<file path="src/rtl/pulsegen_pkg.sv">
package pulsegen_pkg;

    localparam int CW    = 8;
    localparam int SEL_W = 2;
    localparam int DIV_W = (2 ** SEL_W) - 1;

    typedef logic [CW-1:0] cnt_t;

    typedef enum logic [1:0] {
        MODE_SPLIT    = 2'd0,
        MODE_WIDE     = 2'd1,
        MODE_PRESCALE = 2'd2,
        MODE_SPARE    = 2'd3
    } pair_mode_e;

    typedef struct packed {
        cnt_t cnt;
        logic hi;
    } chan_t;

    typedef struct packed {
        chan_t nxt;
        logic  high_end;
    } step_t;

    // One counting step of an 8-bit channel: flip and reload on zero.
    function automatic step_t chan_step(chan_t s, cnt_t lo, cnt_t hi);
        step_t r;
        r.high_end = 1'b0;
        if (s.cnt == '0) begin
            r.nxt.hi   = ~s.hi;
            r.nxt.cnt  = s.hi ? lo : hi;
            r.high_end = s.hi;
        end else begin
            r.nxt.hi  = s.hi;
            r.nxt.cnt = s.cnt - 1'b1;
        end
        return r;
    endfunction

    // Parked state of a stopped channel: low, loaded with the low width.
    function automatic chan_t chan_idle(cnt_t lo);
        chan_t r;
        r.cnt = lo;
        r.hi  = 1'b0;
        return r;
    endfunction

    // Low-order ones mask selecting one count step every 2^s cycles.
    function automatic logic [DIV_W-1:0] sel_mask(logic [SEL_W-1:0] s);
        logic [DIV_W:0] one_hot;
        one_hot = (DIV_W+1)'(1) << s;
        return one_hot[DIV_W-1:0] - 1'b1;
    endfunction

endpackage

</file>
<file path="src/rtl/pulsegen_tick.sv">
module pulsegen_tick
    import pulsegen_pkg::*;
(
    input  logic             clk,
    input  logic             rst,
    input  logic [SEL_W-1:0] sel,
    output logic             tick
);

    logic [DIV_W-1:0] div_q;
    logic [DIV_W-1:0] mask;

    always_ff @(posedge clk) begin
        if (rst) div_q <= '0;
        else     div_q <= div_q + 1'b1;
    end

    always_comb begin
        mask = sel_mask(sel);
        tick = ((div_q & mask) == mask);
    end

endmodule

</file>
<file path="src/rtl/pulsegen_regs.sv">
module pulsegen_regs
    import pulsegen_pkg::*;
#(
    parameter int NCH = 4,
    parameter int AW  = 4,
    parameter int DW  = 8,
    localparam int NPAIR = NCH / 2
) (
    input  logic                        clk,
    input  logic                        rst,
    input  logic                        wr,
    input  logic [AW-1:0]               addr,
    input  logic [DW-1:0]               wdata,
    input  logic [NCH-1:0]              set_flag,
    output logic [DW-1:0]               rdata,
    output logic [NCH-1:0][CW-1:0]      rel_lo,
    output logic [NCH-1:0][CW-1:0]      rel_hi,
    output logic [NCH-1:0]              en_q,
    output logic [NCH-1:0]              oe_q,
    output logic [NPAIR-1:0][1:0]       mode_q,
    output logic [SEL_W-1:0]            sel_q,
    output logic [NCH-1:0]              flags_q
);

    localparam logic [AW-1:0] A_EN   = AW'(2 * NCH);
    localparam logic [AW-1:0] A_OE   = AW'(2 * NCH + 1);
    localparam logic [AW-1:0] A_MODE = AW'(2 * NCH + 2);
    localparam logic [AW-1:0] A_SEL  = AW'(2 * NCH + 3);
    localparam logic [AW-1:0] A_FLAG = AW'(2 * NCH + 4);

    logic [NCH-1:0] clr;

    assign clr = (wr && addr == A_FLAG) ? wdata[NCH-1:0] : '0;

    always_ff @(posedge clk) begin
        if (rst) begin
            rel_lo  <= '0;
            rel_hi  <= '0;
            en_q    <= '0;
            oe_q    <= '0;
            mode_q  <= '0;
            sel_q   <= '0;
            flags_q <= '0;
        end else begin
            // a set in the same cycle as a clear wins
            flags_q <= (flags_q & ~clr) | set_flag;
            if (wr) begin
                for (int c = 0; c < NCH; c++) begin
                    if (addr == AW'(2 * c))     rel_lo[c] <= CW'(wdata);
                    if (addr == AW'(2 * c + 1)) rel_hi[c] <= CW'(wdata);
                end
                if (addr == A_EN)   en_q   <= wdata[NCH-1:0];
                if (addr == A_OE)   oe_q   <= wdata[NCH-1:0];
                if (addr == A_MODE) mode_q <= wdata[2*NPAIR-1:0];
                if (addr == A_SEL)  sel_q  <= wdata[SEL_W-1:0];
            end
        end
    end

    always_comb begin
        rdata = '0;
        for (int c = 0; c < NCH; c++) begin
            if (addr == AW'(2 * c))     rdata = DW'(rel_lo[c]);
            if (addr == AW'(2 * c + 1)) rdata = DW'(rel_hi[c]);
        end
        if (addr == A_EN)   rdata[NCH-1:0]     = en_q;
        if (addr == A_OE)   rdata[NCH-1:0]     = oe_q;
        if (addr == A_MODE) rdata[2*NPAIR-1:0] = mode_q;
        if (addr == A_SEL)  rdata[SEL_W-1:0]   = sel_q;
        if (addr == A_FLAG) rdata[NCH-1:0]     = flags_q;
    end

endmodule

</file>
<file path="src/rtl/pulsegen_pair.sv">
module pulsegen_pair
    import pulsegen_pkg::*;
(
    input  logic       clk,
    input  logic       rst,
    input  logic       tick,
    input  logic [1:0] en,
    input  pair_mode_e mode,
    input  cnt_t       lo0,
    input  cnt_t       hi0,
    input  cnt_t       lo1,
    input  cnt_t       hi1,
    output logic [1:0] phase,
    output logic [1:0] high_end
);

    chan_t           s0, s1, n0, n1;
    step_t           st0, st1;
    logic            pre_tick;
    logic [2*CW-1:0] wide_cnt;

    always_comb begin
        n0       = s0;
        n1       = s1;
        st0      = '0;
        st1      = '0;
        high_end = '0;
        pre_tick = 1'b0;
        wide_cnt = {s1.cnt, s0.cnt};
        case (mode)
            MODE_WIDE: begin
                n0.hi = 1'b0;
                if (!en[1]) begin
                    n0.cnt = lo0;
                    n1     = chan_idle(lo1);
                end else if (tick) begin
                    if (wide_cnt == '0) begin
                        n1.hi             = ~s1.hi;
                        {n1.cnt, n0.cnt}  = s1.hi ? {lo1, lo0} : {hi1, hi0};
                        high_end[1]       = s1.hi;
                    end else begin
                        {n1.cnt, n0.cnt}  = wide_cnt - 1'b1;
                    end
                end
            end
            MODE_PRESCALE: begin
                n0.hi = 1'b0;
                if (!en[0]) begin
                    n0.cnt = lo0;
                end else if (tick) begin
                    if (s0.cnt == '0) begin
                        n0.cnt   = lo0;
                        pre_tick = 1'b1;
                    end else begin
                        n0.cnt   = s0.cnt - 1'b1;
                    end
                end
                if (!en[1]) begin
                    n1 = chan_idle(lo1);
                end else if (pre_tick) begin
                    st1         = chan_step(s1, lo1, hi1);
                    n1          = st1.nxt;
                    high_end[1] = st1.high_end;
                end
            end
            default: begin
                if (!en[0]) begin
                    n0 = chan_idle(lo0);
                end else if (tick) begin
                    st0         = chan_step(s0, lo0, hi0);
                    n0          = st0.nxt;
                    high_end[0] = st0.high_end;
                end
                if (!en[1]) begin
                    n1 = chan_idle(lo1);
                end else if (tick) begin
                    st1         = chan_step(s1, lo1, hi1);
                    n1          = st1.nxt;
                    high_end[1] = st1.high_end;
                end
            end
        endcase
    end

    always_ff @(posedge clk) begin
        if (rst) begin
            s0 <= '0;
            s1 <= '0;
        end else begin
            s0 <= n0;
            s1 <= n1;
        end
    end

    assign phase = {s1.hi, s0.hi};

endmodule

</file>
<file path="src/rtl/pulsegen_top.sv">
module pulsegen_top
    import pulsegen_pkg::*;
#(
    parameter int NPAIR = 2,
    parameter int DW    = 8,
    localparam int NCH  = 2 * NPAIR,
    localparam int AW   = $clog2(2 * NCH + 5)
) (
    input  logic           clk,
    input  logic           rst,
    input  logic           bus_wr,
    input  logic [AW-1:0]  bus_addr,
    input  logic [DW-1:0]  bus_wdata,
    output logic [DW-1:0]  bus_rdata,
    output logic [NCH-1:0] pwm_out,
    output logic           irq
);

    logic [NCH-1:0][CW-1:0] rel_lo, rel_hi;
    logic [NCH-1:0]         en_q, oe_q, flags_q;
    logic [NPAIR-1:0][1:0]  mode_q;
    logic [SEL_W-1:0]       sel_q;
    logic [NCH-1:0]         phase, high_end;
    logic                   tick;

    pulsegen_regs #(.NCH(NCH), .AW(AW), .DW(DW)) i_regs (
        .clk      (clk),
        .rst      (rst),
        .wr       (bus_wr),
        .addr     (bus_addr),
        .wdata    (bus_wdata),
        .set_flag (high_end),
        .rdata    (bus_rdata),
        .rel_lo   (rel_lo),
        .rel_hi   (rel_hi),
        .en_q     (en_q),
        .oe_q     (oe_q),
        .mode_q   (mode_q),
        .sel_q    (sel_q),
        .flags_q  (flags_q)
    );

    pulsegen_tick i_tick (
        .clk  (clk),
        .rst  (rst),
        .sel  (sel_q),
        .tick (tick)
    );

    for (genvar p = 0; p < NPAIR; p++) begin : g_pair
        pulsegen_pair i_pair (
            .clk      (clk),
            .rst      (rst),
            .tick     (tick),
            .en       (en_q[2*p+1:2*p]),
            .mode     (pair_mode_e'(mode_q[p])),
            .lo0      (rel_lo[2*p]),
            .hi0      (rel_hi[2*p]),
            .lo1      (rel_lo[2*p+1]),
            .hi1      (rel_hi[2*p+1]),
            .phase    (phase[2*p+1:2*p]),
            .high_end (high_end[2*p+1:2*p])
        );
    end

    assign pwm_out = phase & en_q & oe_q;
    assign irq     = |flags_q;

endmodule

</file>
<file path="config.mk">
export PLATFORM = sky130hd
export DESIGN_NAME = pulsegen_top
export DESIGN_NICKNAME = d
export VERILOG_FILES = /design/src/rtl/pulsegen_pkg.sv /design/src/rtl/pulsegen_tick.sv /design/src/rtl/pulsegen_regs.sv /design/src/rtl/pulsegen_pair.sv /design/src/rtl/pulsegen_top.sv
export SDC_FILE = /design/constraint.sdc
export NUM_CORES = 1
export LEC_CHECK = 0
export BUFFER_PORTS_ARGS = -buffer_cell sky130_fd_sc_hd__clkbuf_2
export CORE_ASPECT_RATIO = 0.7
export CORE_MARGIN = 10
export CORE_UTILIZATION = 60
export DETAILED_ROUTE_END_ITERATION = 10
export PLACE_DENSITY = 0.74
export SLEW_MARGIN = 20
export SYNTH_ARGS = -nofsm -noshare
export SYNTH_HDL_FRONTEND = slang
export SYNTH_SLANG_ARGS = --single-unit
</file>
<file path="constraint.sdc">
create_clock -name clk -period 3.15 [get_ports clk]
set_input_delay 0 -clock clk [delete_from_list [all_inputs] [get_ports clk]]
set_output_delay 0 -clock clk [all_outputs]
set_load 0.01 [all_outputs]
</file>
Word-level counts from Yosys, hierarchy flattened
Index checks and enable logic that the tools add are counted.
{"block": "totals", "regBits": 121, "in_bits": 15, "wordCells": 200}
{"block": "classes", "n_addsub": 8, "n_eq_ne": 33, "n_shift": 1, "mux": 94, "bitwise": 10, "n_reduce_logical": 31}
{"op": "$mux W8", "count": 26}
{"op": "$mux W9", "count": 20}
{"op": "$pmux W9 S2", "count": 4}
{"op": "$mux W1", "count": 34}
{"op": "$logic_not A16 Y1", "count": 2}
{"op": "$logic_not A8 Y1", "count": 4}
{"op": "$mux W16", "count": 2}
{"op": "$sub A16 B1 Y16 const B", "count": 2}
{"op": "$sub A8 B1 Y8 const B", "count": 4}
{"op": "$reduce_and A2 Y1", "count": 14}
{"op": "$eq A4 B4 Y1 const B", "count": 5}
{"op": "$mux W4", "count": 5}
{"op": "$ne A3 B2 Y1 const B", "count": 6}
{"op": "$eq A4 B3 Y1 const B", "count": 4}
{"op": "$ne A4 B1 Y1 const B", "count": 4}
{"op": "$and A4 B4 Y4", "count": 3}
{"op": "$ne A3 B1 Y1 const B", "count": 4}
{"op": "$reduce_and A3 Y1", "count": 4}
{"op": "$eq A4 B2 Y1 const B", "count": 2}
{"op": "$reduce_and A4 Y1", "count": 2}
{"op": "$ne A3 B3 Y1 const B", "count": 2}
{"op": "$eq A2 B1 Y1 const B", "count": 2}
{"op": "$eq A2 B2 Y1 const B", "count": 2}
{"op": "$eq A4 B1 Y1 const B", "count": 1}
{"op": "other kinds (14)", "count": 19}

Depth between registers and ports, before layout
Gate-level depths: netlist of run 1.
{"block": "logic_depth", "word_depth": 14, "mapped_depth": 12, "ltp_nobuf": 8}

Hierarchy
From an unflattened synthesis of run 1, not the netlist that was laid out.
{"block": "unflattened", "hier_cells": 1120, "area_unflattened_um2": 8604.5}
{"mod": "pulsegen_regs", "n_inst": 1, "cells_each": 476, "area_each_um2": 3883.7}
{"mod": "pulsegen_pair (g_pair[0].i_pair)", "n_inst": 1, "cells_each": 311, "area_each_um2": 2352.3}
{"mod": "pulsegen_pair (g_pair[1].i_pair)", "n_inst": 1, "cells_each": 316, "area_each_um2": 2220.9}
{"mod": "pulsegen_tick", "n_inst": 1, "cells_each": 12, "area_each_um2": 115.1}
{"mod": "pulsegen_top", "n_inst": 1, "cells_each": 5, "area_each_um2": 32.5}

Least setup slack after synthesis of run 1
Ideal clock, no wire load.
{"block": "synth_path", "kind": "reg2reg", "from": "reg g_pair[0].i_pair.s0[1] (netlist name)", "to": "reg g_pair[0].i_pair.s0[1] (netlist name)", "t_arrival_ns": 2.446, "t_required_ns": 3.035, "path_slack_ns": 0.590, "stages_incl_launch_ff": 12, "n_path_buf": 3, "synth_period_minus_slack_ns": 2.560, "path_cell_list": "dfxtp_1 > clkbuf_1 > inv_1 > ha_1 > or4b_1 > buf_4 > nor4_4 > buf_4 > mux2i_1 > o221ai_1 > and3_1 > a2111oi_0"}
{"block": "synth_between", "elab_chain_cells": 5, "elab_cells_between_ends": 14}
{"item": "from (decl)", "line_no": "pulsegen_pair.sv:17", "text": "chan_t s0, s1, n0, n1;"}
{"item": "from (signal assigned)", "line_no": "pulsegen_pair.sv:90", "text": "s0 <= n0;"}
{"item": "$sub A16 B1 Y16, or another cell as far along", "line_no": "pulsegen_pair.sv:42", "text": "{n1.cnt, n0.cnt} = wide_cnt - 1'b1;"}
{"item": "$mux W8, or another cell as far along", "line_no": "pulsegen_pair.sv:37", "text": "if (wide_cnt == '0) begin"}
{"item": "$mux W8, or another cell as far along", "line_no": "pulsegen_pair.sv:36", "text": "end else if (tick) begin"}
{"item": "$mux W8, or another cell as far along", "line_no": "pulsegen_pair.sv:33", "text": "if (!en[1]) begin"}
{"item": "$pmux W9 S2 *", "line_no": "pulsegen_pair.sv:30", "text": "case (mode)"}
Mark *: on every way between the ends. The rest lies on a longest branch, timed or not. The select of a mux whose other input is x is not followed.
A chain may end at the register's enable or synchronous reset.

Final worst setup path of run 1
{"block": "layout_path", "from": "reg g_pair[0].i_pair.s1[1] (netlist name)", "to": "reg g_pair[0].i_pair.s0[1] (netlist name)"}
{"block": "layout_between", "elab_chain_cells": 5}
{"item": "from (decl)", "line_no": "pulsegen_pair.sv:17"}
{"item": "from (signal assigned)", "line_no": "pulsegen_pair.sv:91", "text": "s1 <= n1;"}
{"item": "$logic_not A16 Y1", "line_no": "pulsegen_pair.sv:37"}
{"item": "$mux W8", "line_no": "pulsegen_pair.sv:37"}
{"item": "$mux W8", "line_no": "pulsegen_pair.sv:36"}
{"item": "$mux W8", "line_no": "pulsegen_pair.sv:33"}
{"item": "$pmux W9 S2", "line_no": "pulsegen_pair.sv:30"}
No other way between the ends. The select of a mux whose other input is x is not followed.

==> results.md, run 1 <==
Clock network:
- The number of sinks handled by clock tree synthesis is 121.
- At the later pin of the worst-skew pair, clock insertion delay measures 0.42 ns.
- The TritonCTS clock tree is yes.
- The maximum number of buffers from clock root to sink is 2.
- After clock tree synthesis, the clock-pin slew on the worst setup and hold paths is 0.06 ns.
- The clock tree root buffer cell is clkbuf_16.
- The quantity of gates resized following cts is 0.
- The post-CTS setup buffer count is 0.
- The TritonCTS buffer count is 17.
- The count of H-tree levels built during CTS is 4.

Die:
- The boundary pin count is 28.
- The initial utilization of the core area, before any placement, comes to 60.8%.
- The total number of placement rows is 36.
- In this run the horizontal extent of the chip is 161 um.
- The floorplan die area is 19,200 um^2.
- The area of the core region is 13,800 um^2.
- The die outline height is 119 um.

Drt:
- The amount of wire on met2 after detailed routing is 10,400 um.
- The wire length on met1 is 12,700 um.
- The total met3 wirelength after detailed routing is 4300 um.
- The remaining number of nets flagged by the antenna check after routing is 0.
- The detailed router finished its first iteration with 1,647 violations.
- The total wire length after detailed routing is 27,900 um.
- After detailed routing, the number of vias per cell comes to 6.72.
- The detailed router used layers up to and including met4.
- The total via count in the routed design is 8,733.
- The number of iterations in the first detailed-routing pass is 8.
- The routed wire length per instance is 21.5 um.
- For this run, design rule violations remaining after detail routing come to 0.

Power:
- The leakage power summed over all cells is 3.58 nW.
- Dividing total power by cell area gives a power density of 457 nW/um^2.
- The sum of internal, switching and leakage power is 4.24 mW.
- IR analysis of the VDD net gives a maximum drop of 0.000374 V.

GRT:
- The aggregate global-route resource usage is 28.7%.
- The pin count of the biggest net entering global routing is 46.
- The first global-routing pass estimated 44,600 um of wire.
- The via count of the first global-routing pass is 7,900.
- After global routing the overflow that remains totals 0.
- The number of antenna violations at the first check in global routing is 0.

Logic synthesis:
- The post-synthesis cell count is 1,097.
- The cell area after synthesis is 8370 um^2.
- For this run, the register share of the synthesized area comes to 28.9%.
- The mean post-synth cell area is 7.63 um^2.
- The count of flip-flops with a built-in enable after synthesis is 0.
- The number of register bits inferred by synthesis is 121.
- In the synthesized netlist the async set-or-reset flop fraction comes to 0%.
- The distinct cell type count after synthesis is 87.
- Synthesis produced a netlist with a net count of 1,123.
- Among all flip-flop cells after synthesis, the most frequent one is dfxtp_1.
- The number of warnings printed during yosys synthesis is 0.

Place:
- The number of buffers inserted by port buffering is 27.
- The final RePlAce weighted congestion is 1.00.
- The HPWL after detailed placement is 20,500 um.

Cells and area:
- The layout overhead on the synthesized area is 10.8%.
- The multi-input combinational cells in the finished layout cover a total of 5470 um^2.
- Cells with a size suffix above 1 make up 10.1% of the layout.
- Counting the fill cells in the layout gives 1,183.
- In the final design database the tool counted 1,122 nets.
- The register area is 2420 um^2.
- The repair_antennas step left the layout with diodes totalling 0.

Worst setup path:
- The maximum fanout along the worst path is 6.
- The source of the worst register-to-register timing path is g_pair[0].i_pair.s1[1].
- The nature of the critical path startpoint is a flop.
- Data on the critical path arrives at its endpoint at 3.12 ns.
- The worst setup path is of the flop to flop kind.
- The worst setup path is captured at a flop.
- For the worst setup path, the data required time is 3.45 ns.
- The startpoint of the worst setup timing path is g_pair[0].i_pair.s1[1].

Timing:
- The final setup violation count is 0.
- The actual transition at the worst max-transition pin is 1.08 ns.
- The worst slew slack as a fraction of its limit is 27.6%.
- The post-layout minimum cycle time is 2.82 ns.
- Setup repair after global routing left no endpoint under its margin.
- The final critical path takes up 89.6% of the cycle.
- Across all hold checks on the routed design, the worst slack comes to 0.0135 ns.
- The worst clock skew on the final layout is 0.00578 ns.
- Based on the critical path, the design can be clocked at up to 354 MHz.
- The total count of hold-check failures in the final report came to 0.
- The number of pins with negative max-slew slack in the final report is 0.
- The post-route setup TNS is 0 ns.

Outcome:
- The flow ran to the end, and the final reports show no timing, DRC or antenna violations.

Flow run:
- Max-cap violations in this run came to 0.

Min path:
- The tightest min-delay check is of the primary input to flop type.
- The startpoint of the lowest-slack hold path is bus_wdata[2].
-- metal layers --
layer / global-route usage [%] / vias to the layer above
met5: 0.758 / -
met4: 8.05 / 0
met3: 9.50 / 50
met2: 35.4 / 642
met1: 44.7 / 4026
li1: - / 4015
-- cell usage in the layout (no fill, tap or decap), drive strengths merged, types with 9 or more instances in the layout --
| master | n |
|---|---|
| a2111oi | 9 |
| a211oi | 19 |
| a21oi | 78 |
| a31oi | 13 |
| and3 | 10 |
| buf | 30 |
| clkbuf | 49 |
| dfxtp | 121 |
| ha | 11 |
| inv | 31 |
| mux2i | 98 |
| nand2 | 92 |
| nand3 | 31 |
| nor2 | 190 |
| nor2b | 12 |
| nor3 | 24 |
| nor4 | 12 |
| o211ai | 11 |
| o21ai | 63 |
| o22ai | 11 |
| xnor2 | 21 |
-- cell usage after synthesis, drive strengths merged (6+ instances only) --
master | instances | area share (%)
and3 | 10 | 0.75
a32o | 8 | 0.96
nor2 | 190 | 8.6
nor2b | 12 | 0.90
a211oi | 19 | 1.8
xnor2 | 21 | 2.2
a21boi | 6 | 0.54
mux2i | 98 | 12
a311o | 6 | 0.72
inv | 31 | 1.4
o21ai | 63 | 3.8
o22ai | 11 | 0.82
a221oi | 8 | 0.84
nor3 | 24 | 1.6
dfxtp | 121 | 29
o211ai | 11 | 0.99
o31ai | 6 | 0.70
a31oi | 13 | 1.2
a22oi | 8 | 0.72
a2111oi | 9 | 1.0
a311oi | 8 | 0.84
ha | 11 | 1.6
nor4 | 12 | 1.5
nand2 | 92 | 4.1
nand2b | 7 | 0.52
buf | 31 | 1.9
a21oi | 78 | 4.7
nand3 | 31 | 1.9
nand4 | 7 | 0.60
or4 | 6 | 0.54
xor2 | 7 | 0.73
clkbuf | 50 | 2.2
mux2 | 7 | 0.94
-- final timing paths --
check                           slack [ns]  cells after the start                endpoint
worst min register to register        0.47                      1         i_tick.div_q[0]
worst min-delay path                  0.01                      3       i_regs.rel_hi[18]
worst max register to register        0.33                      8  g_pair[0].i_pair.s0[1]
worst max-delay path                  0.33                      8  g_pair[0].i_pair.s0[1]
-- what timing repair did --
action,CTS,global route
hold buffers,5,0
endpoints found under the hold margin,37,0
setup endpoints to repair,0,0
-- logic make-up after synthesis --
kind of cell    share of synthesized area [%]
simple gates                             23.5
compound gates                           24.4
flops                                    28.9
buf+inv                                  5.71
mux                                      12.9
xor+xnor                                 2.93
fa+ha+maj                                1.64
-- critical path: stages (launching register included) --
cell and delay (ns):
dfxtp_1 0.34, inv_1 0.11, ha_1 0.27, or4b_1 0.61
nor4_4 0.45, mux2i_1 0.26, o221ai_1 0.13, and3_1 0.20
a2111oi_0 0.34
-- layout make-up --
class | count | area share (%)
Sequential cell | 121 | 26.1
Multi-Input combinational cell | 861 | 59.0
Clock inverter | 9 | 1.56
Clock buffer | 23 | 5.04
Timing Repair Buffer | 61 | 4.37
Tap cell | 190 | 2.56
Inverter | 34 | 1.38
-- registers in the layout, summed over array words and instances (netlist names) --
name and flops:
i_regs.rel_lo 32, g_pair.i_pair.s1 16, i_regs.rel_hi 32, i_tick.div_q 3
i_regs.sel_q 2, i_regs.oe_q 4, i_regs.mode_q 4, i_regs.en_q 4
g_pair.i_pair.phase 4, i_regs.flags_q 4, g_pair.i_pair.s0 16
-- stage by stage --
step	util [%]	instance area [um^2]	setup WS, ns	cells
floorplan	-	8370	0.590	1097
global placement	62.5	8620	0.509	1262
detailed placement	62.5	8620	0.410	1262
CTS	67.3	9280	0.355	1299
global route	67.3	9280	0.0387	1299
finish	67.3	9280	0.328	1299
-- where the power goes --
group / switching [mW] / internal (mW)
Clock: 0.712 / 1.36
Combinational: 0.384 / 0.200
Sequential: 0.0333 / 1.55
(Power assumes the default switching activity.)
==> inputs of run 2 (changes only) <==
--- a/config.mk
+++ b/config.mk
@@ -6,11 +6,13 @@
 export NUM_CORES = 1
 export LEC_CHECK = 0
 export BUFFER_PORTS_ARGS = -buffer_cell sky130_fd_sc_hd__clkbuf_2
+export CELL_PAD_IN_SITES_DETAIL_PLACEMENT = 1
+export CELL_PAD_IN_SITES_GLOBAL_PLACEMENT = 2
 export CORE_ASPECT_RATIO = 0.7
 export CORE_MARGIN = 10
-export CORE_UTILIZATION = 60
+export CORE_UTILIZATION = 38
 export DETAILED_ROUTE_END_ITERATION = 10
-export PLACE_DENSITY = 0.74
+export PLACE_DENSITY = 0.78
 export SLEW_MARGIN = 20
 export SYNTH_ARGS = -nofsm -noshare
 export SYNTH_HDL_FRONTEND = slang
==> run 2 against run 1 <==
Final area rose by 2.3%. Utilization fell by 24 points. Wire length rose by 21%. Sequential power barely moved. Register-to-register slack improved by 0.07 ns. Total power rose by 1.3%. Sequential share of layout area fell by 0.59 points. Maximum frequency rose by 2.6%. Critical path depth did not move. Die area rose by 49%. Combinational power rose by 6.7%. Critical endpoint unchanged. Largest power group unchanged.
==> results.md, run 2 (same netlist as run 1, synthesis figures left out) <==
Clock network:
- The H-tree was split into 4 levels.
- The clock tree root buffer cell is clkbuf_16.
- In this run, CTS created clock tree buffers numbering 17.
- The number of sinks handled by clock tree synthesis is 121.
- The clock passes through at most 2 buffers.
- After clock tree synthesis, the repair step resized 0 gates.
- The TritonCTS clock tree is yes.
- The clock slew seen by the registers of the worst setup and hold paths is 0.06 ns.
- The clock reaches the later pin of the worst-skew pair after 0.44 ns.

Timing:
- Setup repair after global routing left no endpoint under its margin.
- The number of pins with negative max-slew slack in the final report is 0.
- Across the routed clock network, the largest skew measured is 0.00723 ns.
- In the finished design, the share of the clock period the worst path needs comes to 87.3%.
- The post-route setup TNS is 0 ns.
- Setup violations remaining at the end of the flow were counted as 0.
- The worst slew slack as a fraction of its limit is 21.3%.
- After layout, the minimum clock period comes to 2.75 ns.
- The total count of hold-check failures in the final report is 0.
- The actual transition at the worst max-transition pin is 1.18 ns.
- Based on the critical path, the design can be clocked at up to 364 MHz.

GRT:
- The aggregate global-route resource usage is 23.8%.
- Entering global routing, the biggest net connects 61 pins.
- The wire length of the first global-routing pass is 51,900 um.
- The number of antenna violations at the first check in global routing is 0.
- The via count of the first global-routing pass is 8,319.
- Summed over all layers, the global routing overflow is 0.

Cells and area:
- The repair_antennas step left the layout with diodes totalling 0.
- The ratio of cells with drive above 1 in the final layout is 11.2%.
- Leaving out fill and tap cells, the most frequent cell in the layout is nor2_1.
- The final core utilization is 43.8%.
- The largest registers in the layout are i_regs.rel_hi: 32 flops, i_regs.rel_lo: 32 flops.
- In the layout the commonest cells are nor2_1 (188), dfxtp_1 (121), mux2i_1 (98), nand2_1 (92), a21oi_1 (78).
- The area of combinational cells with multiple inputs is 5470 um^2.
- The final-layout fill cell count is 2,665.
- The layout net count is 1,136.
- The layout overhead on the synthesized area is 13.4%.
- In the final layout, flip-flops and latches occupy 2420 um^2.

Drt:
- The detail route stage leaves a number of antenna-violating nets equal to 0.
- For this block, the routed nets add up to 33,700 um of wire.
- The via count normalized by instance count is 6.27.
- The routed wire length per instance is 24.0 um.
- The first-iteration detailed-routing DRC count is 860.
- Across all layers, the routed design uses 8,797 vias.
- The number of iterations in the first detailed-routing pass is 5.
- After detailed routing, the number of remaining DRC violations is 0.

Worst setup path:
- The nature of the critical path startpoint is a flop.
- The worst setup path category is flop to flop.
- Along the worst path, the maximum fanout reaches 6.
- The worst endpoint required time is 3.47 ns.
- The type of element capturing the critical path is a flop.
- The data arrival time at the worst-slack endpoint is 3.07 ns.

Place:
- The final RePlAce weighted congestion is 0.900.
- Port buffering added 27 buffers.
- The total half-perimeter wirelength after legalization and detailed placement is 25,400 um.

Power:
- The cell area power density is 453 nW/um^2.
- The leakage power summed over all cells is 3.64 nW.
- The maximum vdd drop is 0.000378 V.
- The sum of internal, switching and leakage power is 4.30 mW.

Die:
- The initial core utilization is 38.6%.
- The floorplan step defined a die boundary enclosing 28,500 um^2.
- The boundary pin count is 28.
- The floorplan has 45 rows.
- The floorplan die width is 197 um.
- The area of the core region is 21,700 um^2.
- The die outline height is 144 um.

Outcome:
- The flow ran to the end, and the final reports show no timing, DRC or antenna violations.

Min path:
- The tightest min-delay check is of the primary input to flop type.

Flow run:
- The max-capacitance violation count is 0.
[run 2: changes by cell type in the layout (fill, tap and decap cells not counted)]
cell | previous run | this run
buf_4 | 30 | 44
clkinv_2 | 5 | 2
clkinvlp_4 | 0 | 2
clkbuf_8 | 2 | 4
clkbuf_1 | 4 | 3
bufinv_16 | 4 | 3
[run 2: cell type report]
class                      instances  area share (%)
clock buffer                      24            5.18
clock inverter                     7            1.21
inverter                          34            1.34
multi-input combinational        861            57.7
sequential                       121            25.5
tap                              282            3.72
timing repair buffer              75            5.38
[run 2: metrics by stage]
stage	hold WS [ns]	cells	setup WS (ns)	instance area, um^2
final	0.0108	1404	0.401	9490
after global routing	0.0268	1404	0.0952	9490
after CTS	0.00135	1404	0.431	9490
after detailed placement	0.424	1368	0.455	8840
after global placement	0.420	1368	0.545	8840
after floorplan	0.294	1097	0.590	8370
[run 2: path summary, 6_finish.rpt]
path,startpoint,to,slack (ns),cells after the start
max,g_pair[0].i_pair.s1[1],g_pair[0].i_pair.s0[1],0.40,8
min,bus_wdata[5],i_regs.rel_lo[13],0.01,3
min reg2reg,i_tick.div_q[0],i_tick.div_q[0],0.47,1
max reg2reg,g_pair[0].i_pair.s1[1],g_pair[0].i_pair.s0[1],0.40,8
[run 2: report_power, final]
group	switching, mW	internal [mW]
logic	0.415	0.209
registers	0.0351	1.55
clock network	0.763	1.32
total	1.21	3.08
[run 2: repair_timing]
action / CTS / global route
hold endpoints to repair: 14 / 0
buffers inserted: 0 / 0
hold buffers: 5 / 0
[run 2: worst max-delay path, stage by stage (launching register included)]
cell and delay, ns:
dfxtp_1 0.34, inv_1 0.10, ha_1 0.29, or4b_1 0.61
nor4_4 0.42, mux2i_1 0.23, o221ai_1 0.13, and3_1 0.20
a2111oi_0 0.30
[run 2: metal layers]
| layer | global-route usage (%) | up-vias | share of wire, % | routed length (um) |
|---|---|---|---|---|
| met1 | 37.1 | 4375 | 52 | 17500 |
| met5 | 0 | - | 0 | 0 |
| met3 | 6.24 | 22 | 8.7 | 2930 |
| met4 | 4.32 | 0 | 0.76 | 255 |
| met2 | 31.0 | 358 | 39 | 13100 |
| li1 | - | 4042 | - | - |
